## src/rtl/fmac_pkg.sv

```systemverilog
package fmac_pkg;

    parameter int DW = 16;
    parameter int GW = 8;
    localparam int PW = 2 * DW;
    localparam int AW = PW + GW;

    typedef enum logic [2:0] {
        OP_NOP   = 3'd0,
        OP_LOAD  = 3'd1,
        OP_ADD   = 3'd2,
        OP_SUB   = 3'd3,
        OP_CLR   = 3'd4,
        OP_LIMIT = 3'd5,
        OP_RSV6  = 3'd6,
        OP_RSV7  = 3'd7
    } acc_op_e;

    typedef struct packed {
        logic [PW-1:0] value;
        logic          ovf;
    } prod_t;

    typedef struct packed {
        logic [AW-1:0] value;
        logic          clamped;
    } limit_t;

    localparam logic [DW-1:0] Q_MIN   = {1'b1, {(DW-1){1'b0}}};
    localparam logic [PW-1:0] P_MAX   = {1'b0, {(PW-1){1'b1}}};
    localparam logic [AW-1:0] ACC_MAX = {{(GW+1){1'b0}}, {(PW-1){1'b1}}};
    localparam logic [AW-1:0] ACC_MIN = {{(GW+1){1'b1}}, {(PW-1){1'b0}}};

    function automatic prod_t frac_mul(input logic [DW-1:0] a, input logic [DW-1:0] b);
        prod_t r;
        logic signed [PW-1:0] ea, eb, raw;
        ea = {{DW{a[DW-1]}}, a};
        eb = {{DW{b[DW-1]}}, b};
        raw = ea * eb;
        if (a == Q_MIN && b == Q_MIN) begin
            r.value = P_MAX;
            r.ovf   = 1'b1;
        end else begin
            r.value = {raw[PW-2:0], 1'b0};
            r.ovf   = 1'b0;
        end
        return r;
    endfunction

    function automatic logic [AW-1:0] sext_prod(input logic [PW-1:0] p);
        return {{GW{p[PW-1]}}, p};
    endfunction

    function automatic limit_t limit_acc(input logic [AW-1:0] a);
        limit_t r;
        logic [GW:0] top;
        top = a[AW-1:PW-1];
        if (top == '0 || top == '1) begin
            r.value   = a;
            r.clamped = 1'b0;
        end else begin
            r.value   = a[AW-1] ? ACC_MIN : ACC_MAX;
            r.clamped = 1'b1;
        end
        return r;
    endfunction

endpackage

```

## src/rtl/fmac_operands.sv

```systemverilog
module fmac_operands
    import fmac_pkg::*;
#(
    parameter int W = DW
) (
    input  logic         clk,
    input  logic         rst,
    input  logic         x_we,
    input  logic [W-1:0] x_in,
    input  logic         y_we,
    input  logic [W-1:0] y_in,
    output logic [W-1:0] x_nxt,
    output logic [W-1:0] y_nxt,
    output logic         mul_go
);
    logic [W-1:0] x_q, y_q;

    always_comb begin
        x_nxt  = x_we ? x_in : x_q;
        y_nxt  = y_we ? y_in : y_q;
        mul_go = x_we | y_we;
    end

    always_ff @(posedge clk) begin
        if (rst) begin
            x_q <= '0;
            y_q <= '0;
        end else begin
            x_q <= x_nxt;
            y_q <= y_nxt;
        end
    end
endmodule

```

## src/rtl/fmac_product.sv

```systemverilog
module fmac_product
    import fmac_pkg::*;
(
    input  logic          clk,
    input  logic          rst,
    input  logic          mul_go,
    input  logic [DW-1:0] x_nxt,
    input  logic [DW-1:0] y_nxt,
    output logic [PW-1:0] prod_q,
    output logic          ovf_q
);
    prod_t res;

    always_comb res = frac_mul(x_nxt, y_nxt);

    always_ff @(posedge clk) begin
        if (rst) begin
            prod_q <= '0;
            ovf_q  <= 1'b0;
        end else if (mul_go) begin
            prod_q <= res.value;
            ovf_q  <= res.ovf;
        end
    end

    // Minimum times minimum must saturate and raise the flag.
    assert_sat_R3: assert property (@(posedge clk) disable iff (rst)
        (mul_go && x_nxt == Q_MIN && y_nxt == Q_MIN) |=> (prod_q == P_MAX && ovf_q));

    // No operand write, no change in the product side.
    assert_hold_R4: assert property (@(posedge clk) disable iff (rst)
        !mul_go |=> ($stable(prod_q) && $stable(ovf_q)));
endmodule

```

## src/rtl/fmac_accum.sv

```systemverilog
module fmac_accum
    import fmac_pkg::*;
(
    input  logic          clk,
    input  logic          rst,
    input  logic [2:0]    op,
    input  logic [PW-1:0] prod,
    output logic [AW-1:0] acc_q,
    output logic          zero_q,
    output logic          neg_q,
    output logic          lim_q
);
    acc_op_e       cmd;
    logic [AW-1:0] acc_d, pext;
    logic          wr, clamp;
    limit_t        lr;

    always_comb begin
        cmd   = acc_op_e'(op);
        pext  = sext_prod(prod);
        lr    = limit_acc(acc_q);
        acc_d = acc_q;
        wr    = 1'b1;
        clamp = 1'b0;
        unique case (cmd)
            OP_LOAD:  acc_d = pext;
            OP_ADD:   acc_d = acc_q + pext;
            OP_SUB:   acc_d = acc_q - pext;
            OP_CLR:   acc_d = '0;
            OP_LIMIT: begin
                acc_d = lr.value;
                clamp = lr.clamped;
            end
            default:  wr = 1'b0;
        endcase
    end

    always_ff @(posedge clk) begin
        if (rst) begin
            acc_q  <= '0;
            zero_q <= 1'b1;
            neg_q  <= 1'b0;
            lim_q  <= 1'b0;
        end else begin
            if (wr) begin
                acc_q  <= acc_d;
                zero_q <= (acc_d == '0);
                neg_q  <= acc_d[AW-1];
            end
            if (clamp) lim_q <= 1'b1;
        end
    end

    assert_clear_R7: assert property (@(posedge clk) disable iff (rst)
        (op == 3'd4) |=> (acc_q == '0 && zero_q && !neg_q));

    assert_lim_range_R8: assert property (@(posedge clk) disable iff (rst)
        (op == 3'd5) |=> (acc_q[AW-1:PW-1] == '0 || acc_q[AW-1:PW-1] == '1));

    assert_lim_sticky_R8: assert property (@(posedge clk) disable iff (rst)
        lim_q |=> lim_q);

    assert_flags_R9: assert property (@(posedge clk) disable iff (rst)
        (op >= 3'd1 && op <= 3'd5) |=> (zero_q == (acc_q == '0) && neg_q == acc_q[AW-1]));

    assert_idle_R10: assert property (@(posedge clk) disable iff (rst)
        (op == 3'd0 || op == 3'd6 || op == 3'd7) |=>
            ($stable(acc_q) && $stable(zero_q) && $stable(neg_q)));
endmodule

```

## src/rtl/fmac_top.sv

```systemverilog
module fmac_top
    import fmac_pkg::*;
(
    input  logic          clk,
    input  logic          rst,
    input  logic          x_we,
    input  logic [DW-1:0] x_in,
    input  logic          y_we,
    input  logic [DW-1:0] y_in,
    input  logic [2:0]    acc_op,
    output logic [AW-1:0] acc_out,
    output logic [PW-1:0] prod_out,
    output logic          flag_zero,
    output logic          flag_neg,
    output logic          flag_mulovf,
    output logic          flag_lim
);
    logic [DW-1:0] x_nxt, y_nxt;
    logic          mul_go;

    fmac_operands #(.W(DW)) u_ops (
        .clk(clk), .rst(rst),
        .x_we(x_we), .x_in(x_in), .y_we(y_we), .y_in(y_in),
        .x_nxt(x_nxt), .y_nxt(y_nxt), .mul_go(mul_go)
    );

    fmac_product u_prod (
        .clk(clk), .rst(rst), .mul_go(mul_go),
        .x_nxt(x_nxt), .y_nxt(y_nxt),
        .prod_q(prod_out), .ovf_q(flag_mulovf)
    );

    fmac_accum u_acc (
        .clk(clk), .rst(rst), .op(acc_op), .prod(prod_out),
        .acc_q(acc_out), .zero_q(flag_zero), .neg_q(flag_neg), .lim_q(flag_lim)
    );

    // A product is formed from the value written this cycle, never the stale one.
    assert_fresh_R2: assert property (@(posedge clk) disable iff (rst)
        (x_we && y_we && x_in == 16'h4000 && y_in == 16'h4000) |=> (prod_out == 32'h2000_0000));
endmodule

```

## config.mk

```make
export PLATFORM = sky130hd
export DESIGN_NAME = fmac_top
export DESIGN_NICKNAME = d
export VERILOG_FILES = /design/src/rtl/fmac_pkg.sv /design/src/rtl/fmac_operands.sv /design/src/rtl/fmac_product.sv /design/src/rtl/fmac_accum.sv /design/src/rtl/fmac_top.sv
export SDC_FILE = /design/constraint.sdc
export NUM_CORES = 1
export LEC_CHECK = 0
export ABC_AREA = 1
export BUFFER_PORTS_ARGS = -buffer_cell sky130_fd_sc_hd__buf_2
export CAP_MARGIN = 25
export CORE_MARGIN = 5
export CORE_UTILIZATION = 50
export DETAILED_ROUTE_END_ITERATION = 10
export GPL_TIMING_DRIVEN = 1
export PLACE_DENSITY = 0.68
export SLEW_MARGIN = 40
export SYNTH_ARGS = -nofsm -noshare
export SYNTH_HDL_FRONTEND = slang
export SYNTH_SLANG_ARGS = --single-unit
```

## constraint.sdc

```tcl
create_clock -name clk -period 14 [get_ports clk]
set_input_delay 2.1 -clock clk [delete_from_list [all_inputs] [get_ports clk]]
set_output_delay 2.1 -clock clk [all_outputs]
set_load 0.01 [all_outputs]
```

==> results of run 1 <==
-- registers in the layout, indices dropped and copies added (netlist names) --
name,flops
u_acc.neg_q,1
u_ops.x_q,16
u_acc.zero_q,1
u_ops.y_q,16
u_acc.lim_q,1
u_acc.acc_q,39
u_prod.prod_q,32
-- worst paths after layout --
check               start                 to  cells past startpoint
max                  x_we  u_prod.prod_q[28]                     26
min           u_acc.lim_q        u_acc.lim_q                      2
max reg2reg  u_ops.y_q[2]  u_prod.prod_q[28]                     22
min reg2reg   u_acc.lim_q        u_acc.lim_q                      2
-- routing by layer --
metal	wire length, um	track usage, %	up-vias
met2	30800	54.6	695
met3	4230	5.15	165
li1	-	-	8588
met1	25300	37.7	8395
met5	0	0	-
met4	3620	15.4	0
-- report_power, final --
| group | switching [uW] | internal (uW) | leakage, uW |
|---|---|---|---|
| sequential | 91.7 | 372 | 0.000879 |
| combinational | 3010 | 1700 | 0.0102 |
| clock | 141 | 140 | 0.000143 |
| total | 3240 | 2220 | 0.0113 |
-- worst reg2reg max path, delay by kind of cell (launching register included) --
kind,cells,cell delay [ps]
buffers and inverters,4,570
adders and majority gates,7,3580
and+or+nand+nor,8,1770
AOI/OAI and AO/OA,3,710
DFF,1,300
-- logic make-up after synthesis --
group           synth area share, %
mux                          0.0534
fa+ha+maj                      35.4
flops                          11.3
simple gates                   28.1
buf+inv                        14.6
xor+xnor                       2.57
compound gates                 7.87
-- metrics by stage --
step / hold slack [ps] / utilization, %
global route: 485 / 53.8
floorplan: 474 / -
detailed placement: 439 / 53.0
CTS: 452 / 53.8
finish: 450 / 53.8
global placement: 433 / 53.0
-- cell type report --
type,instances,area share [%]
timing repair buffer,132,3.53
clock inverter,6,0.362
clock buffer,9,1.12
inverter,654,12.2
sequential,106,10.6
tap,474,2.95
multi-input combinational,1990,69.2
-- cell usage in the layout (no fill, tap or decap), types with 29 or more instances in the layout --
cell     count
nand2_1    720
inv_1      624
nor2_1     363
fa_1       257
ha_1       120
buf_2      114
a21oi_1    106
dfxtp_1    106
nand3_1    103
o21ai_0     75
xor2_1      41
nand4_1     29
==> results.json, run 1 <==
{
  "wl_per_cell_um": 19.0,
  "crit_top_cell": "fa_1",
  "syn-instance-count": 2816,
  "drcViolationCount": 0,
  "hp-class": "flop to flop",
  "grt-ovfl-total": 0,
  "yosys-top-cells-area": "fa_1 (27%), nand2_1 (14%), inv_1 (13%)",
  "p_leak_uw": 0.0113,
  "ir_drop_uv": 169,
  "row_count": 71,
  "end_kind": "flop",
  "ios": 115,
  "dpl_worst_slack_ps": 4640,
  "vias": 17800,
  "stdcell_area_mm2": 0.0201,
  "cts.reportedPaths.clkPinSlew_ps": 90,
  "core-area_mm2": 0.0373,
  "place_hpwl_um": 54000,
  "crit_path_max_incr_delay_ps": 740,
  "fmax_ghz": 0.111,
  "synth-edff-count": 0,
  "ctsResizeCount": 0,
  "fin_setup_tns_ps": 0,
  "die_x_um": 204,
  "dr.first_iter.drc_count": 1356,
  "maxCapViolations": 0,
  "powerDensity_mw_per_mm2": 272,
  "synth_cell_types": 45,
  "clk_latency_ps": 390,
  "worstMarginPinSlew_ps": 879,
  "period_minus_slack_ps": 9010,
  "grt_pass1_wl_um": 101000,
  "multiInputGateArea_mm2": 0.0139,
  "outcome": "finished clean",
  "drt.antenna.violating_nets": 0,
  "critPathLaunchType": "input port",
  "grt_start_max_net_pins": 83,
  "syn_area_mm2": 0.0188,
  "grt_pass1_vias": 18100,
  "num-nets-final": 3309,
  "routed_wl_um": 64000,
  "cts_tree": "yes",
  "dieArea_mm2": 0.0415,
  "antenna_found_initial": 0,
  "via_per_inst": 5.29,
  "r2r_slack_ps": 7010,
  "total_power_uw": 5460,
  "numClockSinks": 106,
  "synth_common_cells": "nand2_1 (721), inv_1 (626), nor2_1 (363)",
  "cts.path.max_buffers": 2,
  "slew_viol_final": 0,
  "worstPathArrival_ps": 9320,
  "ys_ff_latch": 106,
  "crit_buf_inv": 7,
  "hold_viol": 0,
  "root_buffer": "clkbuf_16",
  "layout_worst_path_cycle_share_pct": 64.3,
  "cp_slowest_cell": "fa_1",
  "die_h_um": 204,
  "cp_top_family": "adder cells",
  "synth-seq-area-share_pct": 11.3,
  "placed_cell_area_mm2": 0.0198,
  "cp_max_fo": 18,
  "layout.area.seq_mm2": 0.00212,
  "initial_core_util_pct": 50.3,
  "portBuffers": 114,
  "diodes": 0,
  "area_delta_synth_final_pct": 7.03,
  "fillers": 3797,
  "place_inst": 3356,
  "ys_warn_count": 0,
  "hold_buffers": 0,
  "yosysTopAreaCell": "fa_1",
  "fin_cells": 3371,
  "post_cts.repair.setup_buffers": 0,
  "rsz0062_at_grt": "no",
  "synthDominantCellAreaShare_pct": 27.4,
  "grt_usage_pct": 31.4,
  "ys.flop_type": "dfxtp_1",
  "layout-drive-gt1-share_pct": 7.15,
  "path_class": "input port to flop",
  "relSlewSlack_pct": 41.3,
  "dr.pass1.iters": 7,
  "skew_ps": 12.5,
  "gp_congestion": 1.06,
  "synth_most_common_cell": "nand2_1",
  "setup_viol": 0,
  "required_ps": 14320,
  "async_reset_ff_share_pct": 0,
  "fin_ws_ps": 4990,
  "numCtsBuffers": 9,
  "synth_fp_nets": 3232,
  "htreeDepth": 3,
  "syn_avg_cell_area_um2": 6.66
}
Note: power is estimated with default switching activity, not from simulation.
==> run 2, diff against run 1 <==
--- a/config.mk
+++ b/config.mk
@@ -12,7 +12,7 @@
 export CORE_UTILIZATION = 50
 export DETAILED_ROUTE_END_ITERATION = 10
 export GPL_TIMING_DRIVEN = 1
-export PLACE_DENSITY = 0.68
+export PLACE_DENSITY = 0.7
 export SLEW_MARGIN = 40
 export SYNTH_ARGS = -nofsm -noshare
 export SYNTH_HDL_FRONTEND = slang
==> constraint.sdc (replaced) <==
create_clock -name clk -period 7.25 [get_ports clk]
set_input_delay 1.0875 -clock clk [delete_from_list [all_inputs] [get_ports clk]]
set_output_delay 1.0875 -clock clk [all_outputs]
set_load 0.01 [all_outputs]
==> run 2 against run 1 <==
Cell count grew 3.3%. Combinational power is 120% higher. Cell area rose by 4.8%. Critical path depth grew 3. First-iteration DRC count down 11%. Worst hold slack better by 13 ps. Clock skew is 7.5 ps higher. Critical endpoint unchanged. Largest power group unchanged.
==> results.json, run 2 (synthesis results as in run 1) <==
{
  "final_common_cell": "nand2_1",
  "worstMarginPinSlew_ps": 853,
  "fmax_ghz": 0.145,
  "grt_start_max_net_pins": 83,
  "powerDensity_mw_per_mm2": 554,
  "initial_core_util_pct": 50.3,
  "path_class": "input port to flop",
  "crit_top_cell": "nand2_1",
  "via_per_inst": 5.29,
  "dr.first_iter.drc_count": 1202,
  "maxCapViolations": 0,
  "setup_viol": 0,
  "grt_usage_pct": 31.4,
  "reg2reg_from": "u_ops.y_q[4]",
  "numCtsBuffers": 9,
  "outcome": "finished clean",
  "core-area_mm2": 0.0373,
  "dr.pass1.iters": 5,
  "p_comb_share_pct": 87.8,
  "relSlewSlack_pct": 42.8,
  "numClockSinks": 106,
  "end_kind": "flop",
  "crit_path_max_incr_delay_ps": 560,
  "clk_latency_ps": 400,
  "dieArea_mm2": 0.0415,
  "final_cell_mix": "nand2_1 (718), inv_1 (620), nor2_1 (362)",
  "slew_viol_final": 0,
  "fin_hold_ws_ps": 463,
  "reg_top3": "u_acc.acc_q x39, u_prod.prod_q x32",
  "wl_per_cell_um": 18.4,
  "cts.path.max_buffers": 2,
  "cp_num_cells": 29,
  "layout_worst_path_cycle_share_pct": 95.4,
  "row_count": 71,
  "cp_top_family": "adder cells",
  "p_leak_uw": 0.0118,
  "final_core_util_pct": 56.4,
  "endpoint": "u_prod.prod_q[28]",
  "cp_max_fo": 9,
  "fillers": 3678,
  "cts.reportedPaths.clkPinSlew_ps": 90,
  "r2r-end": "u_prod.prod_q[28]",
  "portBuffers": 114,
  "period_minus_slack_ps": 6920,
  "htreeDepth": 3,
  "crit_buf_inv": 8,
  "vias": 18400,
  "rr_worst_depth": 25,
  "diodes": 0,
  "skew_ps": 20.0,
  "root_buffer": "clkbuf_16",
  "cts_tree": "yes",
  "stdcell_area_mm2": 0.0210,
  "routed_wl_um": 64100,
  "drcViolationCount": 0,
  "worstPathArrival_ps": 7240,
  "die_h_um": 204,
  "cp_slowest_cell": "fa_1",
  "hp-class": "flop to flop",
  "grt_pass1_wl_um": 102000,
  "internal_power_uw": 5160,
  "ir_drop_uv": 420,
  "r2r_slack_ps": 1050,
  "drt.antenna.violating_nets": 0,
  "required_ps": 7580,
  "num-nets-final": 3418,
  "grt_pass1_vias": 18700,
  "netSwitchingFraction_pct": 55.7,
  "largest_reg_flops": 39,
  "area_delta_synth_final_pct": 12.2,
  "placed_cell_area_mm2": 0.0207,
  "antenna_found_initial": 1,
  "ios": 115,
  "layout-drive-gt1-share_pct": 10.9,
  "top_register": "u_acc.acc_q",
  "hold_viol": 0,
  "total_power_uw": 11700,
  "place_hpwl_um": 54700,
  "power.switching_uw": 6490,
  "die_x_um": 204,
  "grt-ovfl-total": 0,
  "crit_start": "y_we",
  "gp_congestion": 1.04,
  "seq_power_share_pct": 7.7,
  "critPathLaunchType": "input port",
  "clkPwrFrac_pct": 4.6
}
[run 2: cell type report]
class                   instances  area [um^2]  share of cell area, %
clock inverters                 6         55.1                  0.262
flip-flops and latches        106         2120                   10.1
well taps                     474          593                   2.82
repair buffers                241         1640                   7.81
multi-input cells            1990        13900                   66.2
inverters                     654         2460                   11.7
clock buffers                  10          239                   1.14
[run 2: worst min-delay path: cells and delay by family, from the launching register on]
kind / cells / cell delay [ps]
AOI/OAI and AO/OA: 1 / 50
buffers and inverters: 1 / 50
DFF: 1 / 320
[run 2: power by group through the flow]
stage | clock network [uW] | logic (uW) | registers (uW)
after global placement | 0 | 9880 | 898
after global routing | 558 | 11700 | 900
final | 533 | 10200 | 895
after CTS | 536 | 10100 | 886
after detailed placement | 0 | 10000 | 900
after floorplan | 0 | 6780 | 867
[run 2: timing repair]
action                     CTS  global route
setup endpoints to repair    0             5
hold buffers                 0             0
buffers inserted             0             2
resized for setup            0            13
[run 2: how the worst min path moves through the flow]
| stage | startpoint | end | slack [ps] | cells after the start |
|---|---|---|---|---|
| 2_1_floorplan | u_acc.lim_q | u_acc.lim_q | 470 | 2 |
| 3_3_place_gp | u_acc.lim_q | u_acc.lim_q | 440 | 2 |
| 3_5_place_dp | u_acc.lim_q | u_acc.lim_q | 450 | 2 |
| 4_1_cts | u_acc.lim_q | u_acc.lim_q | 460 | 2 |
| 5_1_grt | u_acc.lim_q | u_acc.lim_q | 490 | 2 |
| 6_report | u_acc.lim_q | u_acc.lim_q | 460 | 2 |
[run 2: metrics by stage]
step | TNS (ps) | setup slack [ps] | std cells
2_1_floorplan | 0 | 38.4 | 2816
3_3_place_gp | -156 | -156 | 3463
3_5_place_dp | -379 | -218 | 3463
4_1_cts | 0 | 178 | 3479
5_1_grt | -1.80 | -1.80 | 3481
6_report | 0 | 334 | 3481
[run 2: metal layers]
metal | up-vias | track usage, % | part of all wire (%)
met1 | 8773 | 38.3 | 40
met5 | - | 0 | 0.020
met4 | 2 | 14.3 | 5.1
met3 | 176 | 3.78 | 6.1
li1 | 8808 | - | -
met2 | 663 | 55.5 | 49
==> run 3, diff against run 2 <==
--- a/config.mk
+++ b/config.mk
@@ -5,7 +5,6 @@
 export SDC_FILE = /design/constraint.sdc
 export NUM_CORES = 1
 export LEC_CHECK = 0
-export ABC_AREA = 1
 export BUFFER_PORTS_ARGS = -buffer_cell sky130_fd_sc_hd__buf_2
 export CAP_MARGIN = 25
 export CORE_MARGIN = 5
==> run 3 against run 2 <==
Count of clock-buffer cells in the layout decreased by 1. Sequential power increased by 6.6%. Critical path type unchanged. Flip-flop and latch count unchanged. Non-clock buffer count rose by 65.
==> results.json, run 3 <==
{
  "fin_hold_ws_ps": 533,
  "powerDensity_mw_per_mm2": 417,
  "layout-drive-gt1-share_pct": 17.7,
  "grt_usage_pct": 29.8,
  "dr_wl_met2_um": 27800,
  "htreeDepth": 3,
  "synthDominantCellAreaShare_pct": 29.9,
  "yosys-top-cells-area": "fa_1 (30%), dfxtp_1 (12%), ha_1 (8.7%)",
  "synth-seq-area-share_pct": 12.3,
  "worstPathArrival_ps": 7230,
  "numClockSinks": 106,
  "synth_fa_ha_area_share_pct": 38.6,
  "synth.mux.area_fraction_pct": 3.95,
  "cp_max_fo": 12,
  "ys_warn_count": 0,
  "outcome": "finished clean",
  "routed_wl_um": 57100,
  "place_hpwl_um": 47100,
  "die_h_um": 196,
  "clk_latency_ps": 390,
  "initial_core_util_pct": 50.3,
  "relSlewSlack_pct": 41.2,
  "die_x_um": 196,
  "synthXorXnorAreaFrac_pct": 4.73,
  "ios": 115,
  "synth_cell_types": 78,
  "layout_worst_path_cycle_share_pct": 96.5,
  "grt_start_max_net_pins": 56,
  "required_ps": 7480,
  "syn-instance-count": 2086,
  "final_common_cell": "inv_1",
  "dr.first_iter.drc_count": 1187,
  "slew_viol_final": 0,
  "dr.pass1.iters": 6,
  "fillers": 3125,
  "core-area_mm2": 0.0343,
  "row_count": 68,
  "syn_avg_cell_area_um2": 8.26,
  "cts_tree": "yes",
  "synth-edff-count": 0,
  "hold_viol": 0,
  "critPathLaunchType": "input port",
  "maxCapViolations": 0,
  "async_reset_ff_share_pct": 0,
  "yosysTopAreaCell": "fa_1",
  "setup_viol": 0,
  "area_delta_synth_final_pct": 16.8,
  "cts.reportedPaths.clkPinSlew_ps": 80,
  "hp-class": "flop to flop",
  "p_leak_uw": 0.0100,
  "synth_common_cells": "inv_1 (338), nor2_1 (294), fa_1 (257)",
  "vias": 16000,
  "gp_congestion": 0.995,
  "synth_top_family_by_area": "adder cells",
  "synth_compound_area_share_pct": 14.7,
  "wl_met1_um": 22600,
  "wl_per_cell_um": 20.5,
  "fmax_ghz": 0.143,
  "grt_pass1_wl_um": 90700,
  "routed.top_layer": "met4",
  "reg_top3": "u_acc.acc_q x39, u_prod.prod_q x32",
  "numCtsBuffers": 9,
  "largest_reg_flops": 39,
  "drt.antenna.violating_nets": 0,
  "via_per_inst": 5.74,
  "synth_fp_nets": 2502,
  "syn_area_mm2": 0.0172,
  "path_class": "input port to flop",
  "wl_met3_um": 4340,
  "num-nets-final": 2742,
  "period_minus_slack_ps": 7000,
  "worstMarginPinSlew_ps": 881,
  "ys_ff_latch": 106,
  "final_cell_mix": "inv_1 (335), nor2_1 (294), fa_1 (256)",
  "skew_ps": 15.2,
  "synth_most_common_cell": "inv_1",
  "dieArea_mm2": 0.0383,
  "root_buffer": "clkbuf_16",
  "yosys.area_share.simple_pct": 16.2,
  "ys.flop_type": "dfxtp_1",
  "ir_drop_uv": 324,
  "antenna_found_initial": 1,
  "grt-ovfl-total": 0,
  "fin_setup_tns_ps": 0,
  "drcViolationCount": 0,
  "end_kind": "flop",
  "cts.path.max_buffers": 2,
  "top_register": "u_acc.acc_q",
  "grt_pass1_vias": 16500,
  "portBuffers": 114
}
==> run 3: cell count changes after synthesis, sizes merged, moves of 15 or more <==
cell    before  now
nand2      723  199
inv        647  338
nand3      103   20
nor2       363  294
xnor2       14   57
a211oi       1   39
or2         43    9
mux2         0   32
mux2i        1   32
o21ai      106   78
a21o         3   22
nand2b       0   17
o21a         1   16
==> run 3: through the flow <==
stage / total power, uW / cells / area (um^2) / utilization [%] / setup WS, ps
floorplan: 5610 / 2086 / 17500 / - / 3.13
global placement: 7530 / 2768 / 19700 / 57.4 / -93.1
detailed placement: 7700 / 2768 / 19700 / 57.4 / -254
CTS: 8320 / 2784 / 20000 / 58.4 / 148
global route: 9320 / 2786 / 20100 / 58.7 / -4.52
finish: 8400 / 2787 / 20100 / 58.7 / 252
==> run 3: worst max-delay path: stages <==
cell	delay, ps
buf_4	170
buf_12	170
buf_12	140
mux2i_1	270
buf_4	200
nor2_1	70
fa_1	550
fa_1	440
fa_1	540
fa_1	440
fa_1	500
inv_1	50
fa_1	480
inv_1	60
ha_1	310
a21o_1	190
a21oi_4	160
nand2b_1	90
o21ai_2	180
a31oi_1	130
a41o_1	230
o41a_1	380
a21oi_2	150
xor2_1	140
a211oi_1	80
==> run 3: routing by layer <==
| metal | vias up | global-route usage [%] |
|---|---|---|
| met5 | - | 0 |
| met4 | 0 | 11.5 |
| met3 | 139 | 4.41 |
| met2 | 723 | 51.6 |
| met1 | 7846 | 37.6 |
| li1 | 7300 | - |
==> run 3: logic make-up (layout without fill, tap and decap cells) <==
kind of cell | Yosys count | count (layout)
other cells | 0 | 1
flops | 106 | 106
compound gates | 385 | 385
buf+inv | 416 | 661
mux | 64 | 64
simple gates | 645 | 645
xor+xnor | 93 | 93
fa+ha+maj | 377 | 377
==> run 3: what timing repair did <==
action,CTS,global route
hold endpoints to repair,0,0
hold buffers,0,0
buffers inserted,0,0
endpoints found under the setup margin,0,5
gates resized for setup,0,18
==> run 3: report_power, final <==
part           total [uW]  leakage (uW)  switching (uW)  internal, uW
Clock                 588      0.000164             277           311
Sequential            954      0.000877             236           718
Combinational        6860       0.00897            3720          3140
Total                8400        0.0100            4230          4170
==> run 3: cell type report <==
type | instances | area (um^2) | area share, %
sequential | 106 | 2120 | 10.5
multi-input combinational | 1564 | 13700 | 68.1
timing repair buffer | 306 | 2120 | 10.6
inverter | 339 | 1270 | 6.32
tap | 455 | 569 | 2.83
antenna | 1 | 2.50 | 0.0124
clock inverter | 7 | 109 | 0.541
clock buffer | 9 | 225 | 1.12
==> run 3: final timing paths <==
check	from	slack [ps]	depth (start not counted)	endpoint
max	y_we	250	25	u_prod.prod_q[30]
min	u_acc.lim_q	530	2	u_acc.lim_q
max reg2reg	u_ops.y_q[5]	940	25	u_prod.prod_q[30]
min reg2reg	u_acc.lim_q	530	2	u_acc.lim_q
